File: src/rtl/alu_pkg.sv
// Package: shared types for the control-bit composed ALU.
// Assumes nothing beyond IEEE 1800-2017 packed structs.
package alu_pkg;

    localparam int DEFAULT_WIDTH = 16;

    // Per-operand conditioning controls: zero step first, then invert step.
    typedef struct packed {
        logic clear;
        logic flip;
    } prep_ctl_t;

endpackage

File: src/rtl/operand_prep.sv
// Module: operand_prep
// Conditions one operand. The input is first forced to zero when ctl.clear
// is set, and the outcome is then inverted bitwise when ctl.flip is set.
// Assumes the controls are stable while the output is used (combinational).
module operand_prep
    import alu_pkg::*;
#(
    parameter int WIDTH = DEFAULT_WIDTH
) (
    input  prep_ctl_t        ctl,
    input  logic [WIDTH-1:0] din,
    output logic [WIDTH-1:0] dout
);

    // One cell per bit: gate with the clear control, then XOR with the flip control.
    for (genvar i = 0; i < WIDTH; i++) begin : g_bit
        logic gated;
        assign gated   = din[i] & ~ctl.clear;
        assign dout[i] = gated ^ ctl.flip;
    end

    // Check the fixed outcomes of the clear step.
    always_comb begin
        if (ctl.clear && !ctl.flip)
            AST_CLEAR_ZERO: assert (dout == '0);
        if (ctl.clear && ctl.flip)
            AST_CLEAR_FLIP_ONES: assert (&dout);
    end

endmodule

File: src/rtl/core_combine.sv
// Module: core_combine
// Combines the two conditioned operands. It adds them, wrapping modulo
// 2^WIDTH, when add_sel is set, and ANDs them bitwise otherwise.
// Assumes no carry-out is needed downstream.
module core_combine #(
    parameter int WIDTH = alu_pkg::DEFAULT_WIDTH
) (
    input  logic [WIDTH-1:0] op_a,
    input  logic [WIDTH-1:0] op_b,
    input  logic             add_sel,
    output logic [WIDTH-1:0] core
);

    logic [WIDTH-1:0] sum_w;
    logic [WIDTH-1:0] and_w;

    // Compute both candidate results in parallel.
    always_comb begin
        sum_w = op_a + op_b;
        and_w = op_a & op_b;
    end

    // Choose the core result.
    assign core = add_sel ? sum_w : and_w;

    // In AND mode no result bit may exceed either operand.
    always_comb begin
        if (!add_sel)
            AST_AND_SUBSET: assert ((core & ~op_a) == '0 && (core & ~op_b) == '0);
        if (add_sel && op_b == '0)
            AST_ADD_IDENTITY: assert (core == op_a);
    end

endmodule

File: src/rtl/result_stage.sv
// Module: result_stage
// Applies the optional output inversion and derives the zero and sign flags.
// Assumes a two's-complement reading of the result for the sign flag.
module result_stage #(
    parameter int WIDTH = alu_pkg::DEFAULT_WIDTH
) (
    input  logic [WIDTH-1:0] core,
    input  logic             inv_out,
    output logic [WIDTH-1:0] result,
    output logic             is_zero,
    output logic             is_neg
);

    localparam int MSB = WIDTH - 1;

    // Invert the core result on request.
    assign result = inv_out ? ~core : core;

    // Derive the status flags from the final result.
    always_comb begin
        is_zero = (result == '0);
        is_neg  = result[MSB];
    end

    // The output inversion must relate the result to the core result.
    always_comb begin
        if (inv_out)
            AST_OUT_INVERTED: assert ((result ^ core) == '1);
        else
            AST_OUT_PASSED: assert ((result ^ core) == '0);
    end

endmodule

File: src/rtl/ctrl_alu.sv
// Module: ctrl_alu (top)
// A combinational ALU whose function is set by six independent control bits
// through a fixed chain: zero, invert, add-or-AND, invert-output.
// Assumes the inputs are held stable for as long as the outputs are used.
// There is no clock and no state.
module ctrl_alu
    import alu_pkg::*;
#(
    parameter int WIDTH = DEFAULT_WIDTH
) (
    input  logic [WIDTH-1:0] a_in,
    input  logic [WIDTH-1:0] b_in,
    input  logic             clr_a,
    input  logic             inv_a,
    input  logic             clr_b,
    input  logic             inv_b,
    input  logic             add_sel,
    input  logic             inv_out,
    output logic [WIDTH-1:0] result,
    output logic             is_zero,
    output logic             is_neg
);

    localparam int MSB = WIDTH - 1;

    prep_ctl_t        ctl_a;
    prep_ctl_t        ctl_b;
    logic [WIDTH-1:0] cond_a;
    logic [WIDTH-1:0] cond_b;
    logic [WIDTH-1:0] core;

    // Group the per-operand controls.
    always_comb begin
        ctl_a = '{clear: clr_a, flip: inv_a};
        ctl_b = '{clear: clr_b, flip: inv_b};
    end

    operand_prep #(.WIDTH(WIDTH)) u_prep_a (
        .ctl  (ctl_a),
        .din  (a_in),
        .dout (cond_a)
    );

    operand_prep #(.WIDTH(WIDTH)) u_prep_b (
        .ctl  (ctl_b),
        .din  (b_in),
        .dout (cond_b)
    );

    core_combine #(.WIDTH(WIDTH)) u_core (
        .op_a    (cond_a),
        .op_b    (cond_b),
        .add_sel (add_sel),
        .core    (core)
    );

    result_stage #(.WIDTH(WIDTH)) u_out (
        .core    (core),
        .inv_out (inv_out),
        .result  (result),
        .is_zero (is_zero),
        .is_neg  (is_neg)
    );

    // Cross-check the flags against the result port driven by another stage.
    always_comb begin
        AST_SIGN_FLAG: assert (is_neg == result[MSB]);
        AST_ZERO_FLAG: assert (is_zero == (result == '0));
    end

endmodule

File: config.mk
export PLATFORM = sky130hd
export DESIGN_NAME = ctrl_alu
export DESIGN_NICKNAME = d
export VERILOG_FILES = /design/src/rtl/alu_pkg.sv /design/src/rtl/operand_prep.sv /design/src/rtl/core_combine.sv /design/src/rtl/result_stage.sv /design/src/rtl/ctrl_alu.sv
export SDC_FILE = /design/constraint.sdc
export NUM_CORES = 1
export LEC_CHECK = 0
export ABC_CLOCK_PERIOD_IN_PS = 6020
export BUFFER_PORTS_ARGS = -buffer_cell sky130_fd_sc_hd__buf_2
export CELL_PAD_IN_SITES_DETAIL_PLACEMENT = 1
export CELL_PAD_IN_SITES_GLOBAL_PLACEMENT = 1
export CORE_ASPECT_RATIO = 0.6
export CORE_MARGIN = 4
export CORE_UTILIZATION = 30
export DETAILED_ROUTE_END_ITERATION = 10
export PLACE_DENSITY = 0.6
export REMOVE_ABC_BUFFERS = 1
export SYNTH_ARGS = -nofsm -noshare
export SYNTH_HDL_FRONTEND = slang
export SYNTH_HIERARCHICAL = 1
export SYNTH_SLANG_ARGS = --single-unit
File: constraint.sdc
create_clock -name vclk -period 6.02
set_input_delay 0.903 -clock vclk [all_inputs]
set_output_delay 0.903 -clock vclk [all_outputs]
set_load 0.005 [all_outputs]
======== After elaboration in Yosys (flattened, before gate mapping) ========
Index checks and enable logic that the tools add are counted.
operators by class
  add/sub/neg operators ................... 1
  mux-type cells .......................... 2
  bitwise operators ....................... 68
  reductions and logical operators ........ 1
operator list
  cell                number
  1-bit bitwise AND   32
  16-bit 2-to-1 mux   2
  1-bit bitwise XOR   32
  16-bit adder        1
  16-bit bitwise AND  1
  16-bit logical NOT  1
  16-bit NOT          1
  1-bit NOT           2
storage, ports and cells
  output and inout bits ................... 18
  bits of input ports ..................... 38
  bits in registers ....................... 0
  word-level logic and storage cells ...... 72

======== Depth between registers and ports, before layout ========
  depth after elaboration ................. 8
  gate-level depth with buffers ........... 13
  mapped depth without buffers ............ 12

======== Hierarchy ========
Netlist, hierarchy kept.
by module, submodules not included
  module        sequential area each (sq um)  area an instance (sq um)  instances  cells each
  core_combine  0.0                           978.4                     1          133
  operand_prep  0.0                           432.9                     2          35
  result_stage  0.0                           264.0                     1          32

======== Worst setup path after synthesis ========
OpenSTA, ideal clock, no wires.
  path type ............................... input to output
  start point ............................. input port inv_a
  end point ............................... output port is_zero
  stages .................................. 13
  buffers on the path ..................... 2
  arrival ................................. 3.954 ns
  data required time ...................... 5.117 ns
  setup slack ............................. 1.163 ns
  cells stage by stage .................... buf_6 buf_12 xnor2_2 ha_1 fa_1 a21o_1 a221oi_2 a31oi_1 or3_1 a31o_1 or4_1 mux2i_1 and4_1
between the ends
  word-level cells in the longest chain between the ends .. 6
  elaborated cells between the ends (all ways) .. 22
  those cells by class .................... add/sub (1); mux (2); bitwise (18); reduce/logical (1)
RTL lines
  item                    line                text
  from (decl)             ctrl_alu.sv:14      input logic inv_a,
  1-bit bitwise XOR (*)   operand_prep.sv:19  assign dout[i] = gated ^ ctl.flip;
  via cond_a[0]           ctrl_alu.sv:28      logic [WIDTH-1:0] cond_a;
  16-bit adder (*)        core_combine.sv:19  sum_w = op_a + op_b;
  16-bit 2-to-1 mux (*)   core_combine.sv:24  assign core = add_sel ? sum_w : and_w;
  via core[10]            ctrl_alu.sv:30      logic [WIDTH-1:0] core;
  16-bit NOT              result_stage.sv:17  assign result = inv_out ? ~core : core;
  16-bit 2-to-1 mux (*)   result_stage.sv:17
  16-bit logical NOT (*)  result_stage.sv:21  is_zero = (result == '0);
  to (decl)               ctrl_alu.sv:20      output logic is_zero,
Mark *: on every way through the listed nets, which the timed path passes. The rest lies on a longest branch.

======== Worst setup path in the final report ========
  start point ............................. input port clr_a
  end point ............................... output port is_zero
between the ends
  word-level cells in the longest chain between the ends .. 8
  elaborated cells between the ends (all ways) .. 39
  those cells by class .................... add/sub (1); mux (2); bitwise (35); reduce/logical (1)
RTL lines
  item                    line                text
  from (decl)             ctrl_alu.sv:13      input logic clr_a,
  1-bit NOT (*)           operand_prep.sv:18  assign gated = din[i] & ~ctl.clear;
  1-bit bitwise AND (*)   operand_prep.sv:18
  1-bit bitwise XOR (*)   operand_prep.sv:19
  via cond_a[0]           ctrl_alu.sv:28
  16-bit adder (*)        core_combine.sv:19
  16-bit 2-to-1 mux (*)   core_combine.sv:24
  via core[10]            ctrl_alu.sv:30
  16-bit NOT              result_stage.sv:17
  16-bit 2-to-1 mux (*)   result_stage.sv:17
  16-bit logical NOT (*)  result_stage.sv:21
Marks and branches as above.

==> key figures <==
Floorplan
  – Die H: between 70 and 80 um
  – CORE AREA: just under 0.007 mm^2
  – I/O pin count: 56
  – Die area: between 0.008 and 0.009 mm^2
  – Std cell rows: 23
  – Die Width: about 120 um
  – Initial core utilization: 0.313

Timing
  – Final setup viols: 0
  – Final min period: 5290 ps
  – Fin crit share: 0.879
  – Max Transition Viols Final: 0
  – Setup TNS after final layout: 0 ps
  – Fmax: 189 MHz
  – Hold Violations, Final: 0
  – Max-Slew Margin vs Limit: 0.592
  – RSZ-0062 raised after global routing: no
  – Worst-Margin Slew: between 500 and 600 ps

Worst setup path
  – CP required: between 5000 and 6000 ps
  – CP max stage delay: 500 ps
  – Crit Path Category: input pin to output port
  – Crit path cell chain: buf_2, nand2b_4, xnor2_2, ha_1, fa_1, a21o_1, a221oi_2, a31oi_1, or3_1, a31o_1, or4_1, mux2i_1, and4_1, buf_2
  – CP max FO: 16
  – CP most frequent cell: buf_2
  – Buf+Inv Stages, Crit Path: 2
  – Largest delay share family, worst path: simple AND/OR/NAND/NOR gates
  – Data arrival, critical path: 4390 ps
  – Startpoint Class: input pin
  – Slowest cell on the critical path: or4_1
  – Crit. End Element: output port

CTS
  – Hold-fix buffers, CTS: 0
  – Post-cts sizing count: 0
  – Postcts setup bufs: 0

Synth
  – Post-Synthesis Cells: 235
  – Synth Warn #: 6
  – Mean Syn Cell Area: 8.97 um^2
  – Seq/Total Area, Yosys: 0
  – Post-synthesis cell area: 0.00211 mm^2
  – Synth unique cells: 48

Finish
  – Most common cell after layout, fill and taps aside: buf_2
  – FF/Latch Area: 0 um^2
  – Finished Layout Cells: roughly 370
  – Layout area overhead: 14.0%
  – CLK BUF: 0
  – Post-route cell area: 0.00240 mm^2
  – Most frequent cells in the layout: buf_2, nand2b_4, xnor2_2, xnor2_1, xor2_1
  – Share of post-route cells with drive strength above 1: 0.401
  – Sequential cell count: 0
  – Post-layout nets: 339
  – Fillers: 837
  – Antenna Cells: 0

Drt
  – DRT iter0 DRCs: 97
  – Routed wire length: 6.00 mm
  – Drt wl/cell: 16.3 um
  – Via count: 1824
  – Routed Antenna Nets: 0
  – DRC: 0
  – Via-to-Cell Ratio: 4.94
  – First-pass DRT Iterations: 4

Global routing
  – Initial antenna violation count: 0
  – Gr ovfl total: 0
  – Vias in the first global route: about 1700
  – GRT Util Overall: 0.140
  – First-pass GRT wire length: between 9 and 10 mm
  – Largest net degree at the start of global routing: 25

Placement
  – DP Cell Count: 369
  – Dpl hpwl: 5.12 mm
  – IO buf count: 56
  – Post-DP Area: roughly 0.0024 mm^2
  – Final Wtd Congestion: just under 0.9

Power
  – LEAKAGE: 1.15 nW
  – Peak VDD IR: 0.0636 mV
  – Pwr dens: 161 mW/mm^2

Flow run
  – Max_cap viols: 0

Min path
  – HP Class: input pin to output port

Status
  – Status: finished clean
[power by group]
| group | internal (mW) | leakage, nW | switching (mW) | total (mW) |
|---|---|---|---|---|
| logic | 0.179 | 1.15 | 0.209 | 0.388 |
| registers | 0 | 0 | 0 | 0 |
| clock network | 0 | 0 | 0 | 0 |
| total | 0.179 | 1.15 | 0.209 | 0.388 |
[cells by family after synthesis]
group / Yosys count / share of synthesized area
and+or+nand+nor: 82 / 0.291
adders and majority gates: 17 / 0.104
xor gates and xnor gates: 57 / 0.308
muxes: 15 / 0.0766
buffers and inverters: 17 / 0.0641
AOI/OAI and AO/OA: 47 / 0.155
[stage by stage]
| stage | setup WS [ps] | power [mW] | hold WS (ps) | utilization |
|---|---|---|---|---|
| 2_1_floorplan | 1320 | 0.260 | 1860 | - |
| 3_3_place_gp | 823 | 0.385 | 2390 | 0.357 |
| 3_5_place_dp | 707 | 0.387 | 2410 | 0.357 |
| 4_1_cts | 703 | 0.390 | 2410 | 0.357 |
| 5_1_grt | 498 | 0.429 | 2440 | 0.357 |
| 6_report | 729 | 0.388 | 2400 | 0.357 |
[cells in the mapped netlist (all sizes together), types with 2 or more instances]
master | number | area (um^2)
or3 | 2 | 12.5
nand3 | 2 | 10.0
a21oi | 14 | 73.8
nor2 | 10 | 37.5
o31ai | 2 | 15.0
o31a | 2 | 17.5
nand3b | 2 | 15.0
xnor2 | 39 | 492
o21ai | 9 | 45.0
mux2 | 9 | 101
a211oi | 2 | 25.0
ha | 16 | 200
buf | 9 | 105
nor4 | 2 | 12.5
or4 | 4 | 30.0
a221oi | 2 | 23.8
nand2 | 14 | 52.6
a21o | 4 | 30.0
xor2 | 18 | 158
nand4 | 6 | 37.5
o311ai | 2 | 17.5
mux2i | 6 | 60.1
a31oi | 2 | 12.5
and3 | 2 | 12.5
inv | 4 | 15.0
o211ai | 3 | 22.5
and4 | 2 | 17.5
nand2b | 33 | 357
clkbuf | 3 | 11.3
[worst min-delay path: stages]
cell	delay, ps
buf_2	270
xor2_1	200
buf_2	120
[final timing paths]
check | slack, ps | depth (start not counted) | start | to
worst min-delay path | 2400 | 3 | inv_out | result[14]
worst max-delay path | 730 | 14 | clr_a | is_zero
[per-layer routing]
| layer | track usage | part of all wire | vias to the layer above |
|---|---|---|---|
| met3 | 0.00911 | 0.060 | 2 |
| met1 | 0.259 | 0.62 | 843 |
| met2 | 0.172 | 0.32 | 45 |
| met4 | 0.00257 | 0.0018 | 0 |
| li1 | - | - | 934 |
| met5 | 0 | 0 | - |
[cell type report]
cell class | instances | area, um^2 | area share
Tap cell | 87 | 109 | 0.0453
Inverter | 5 | 18.8 | 0.00781
Timing Repair Buffer | 59 | 303 | 0.126
Multi-Input combinational cell | 218 | 1970 | 0.821
No activity file was read; power rests on OpenSTA's default activity.
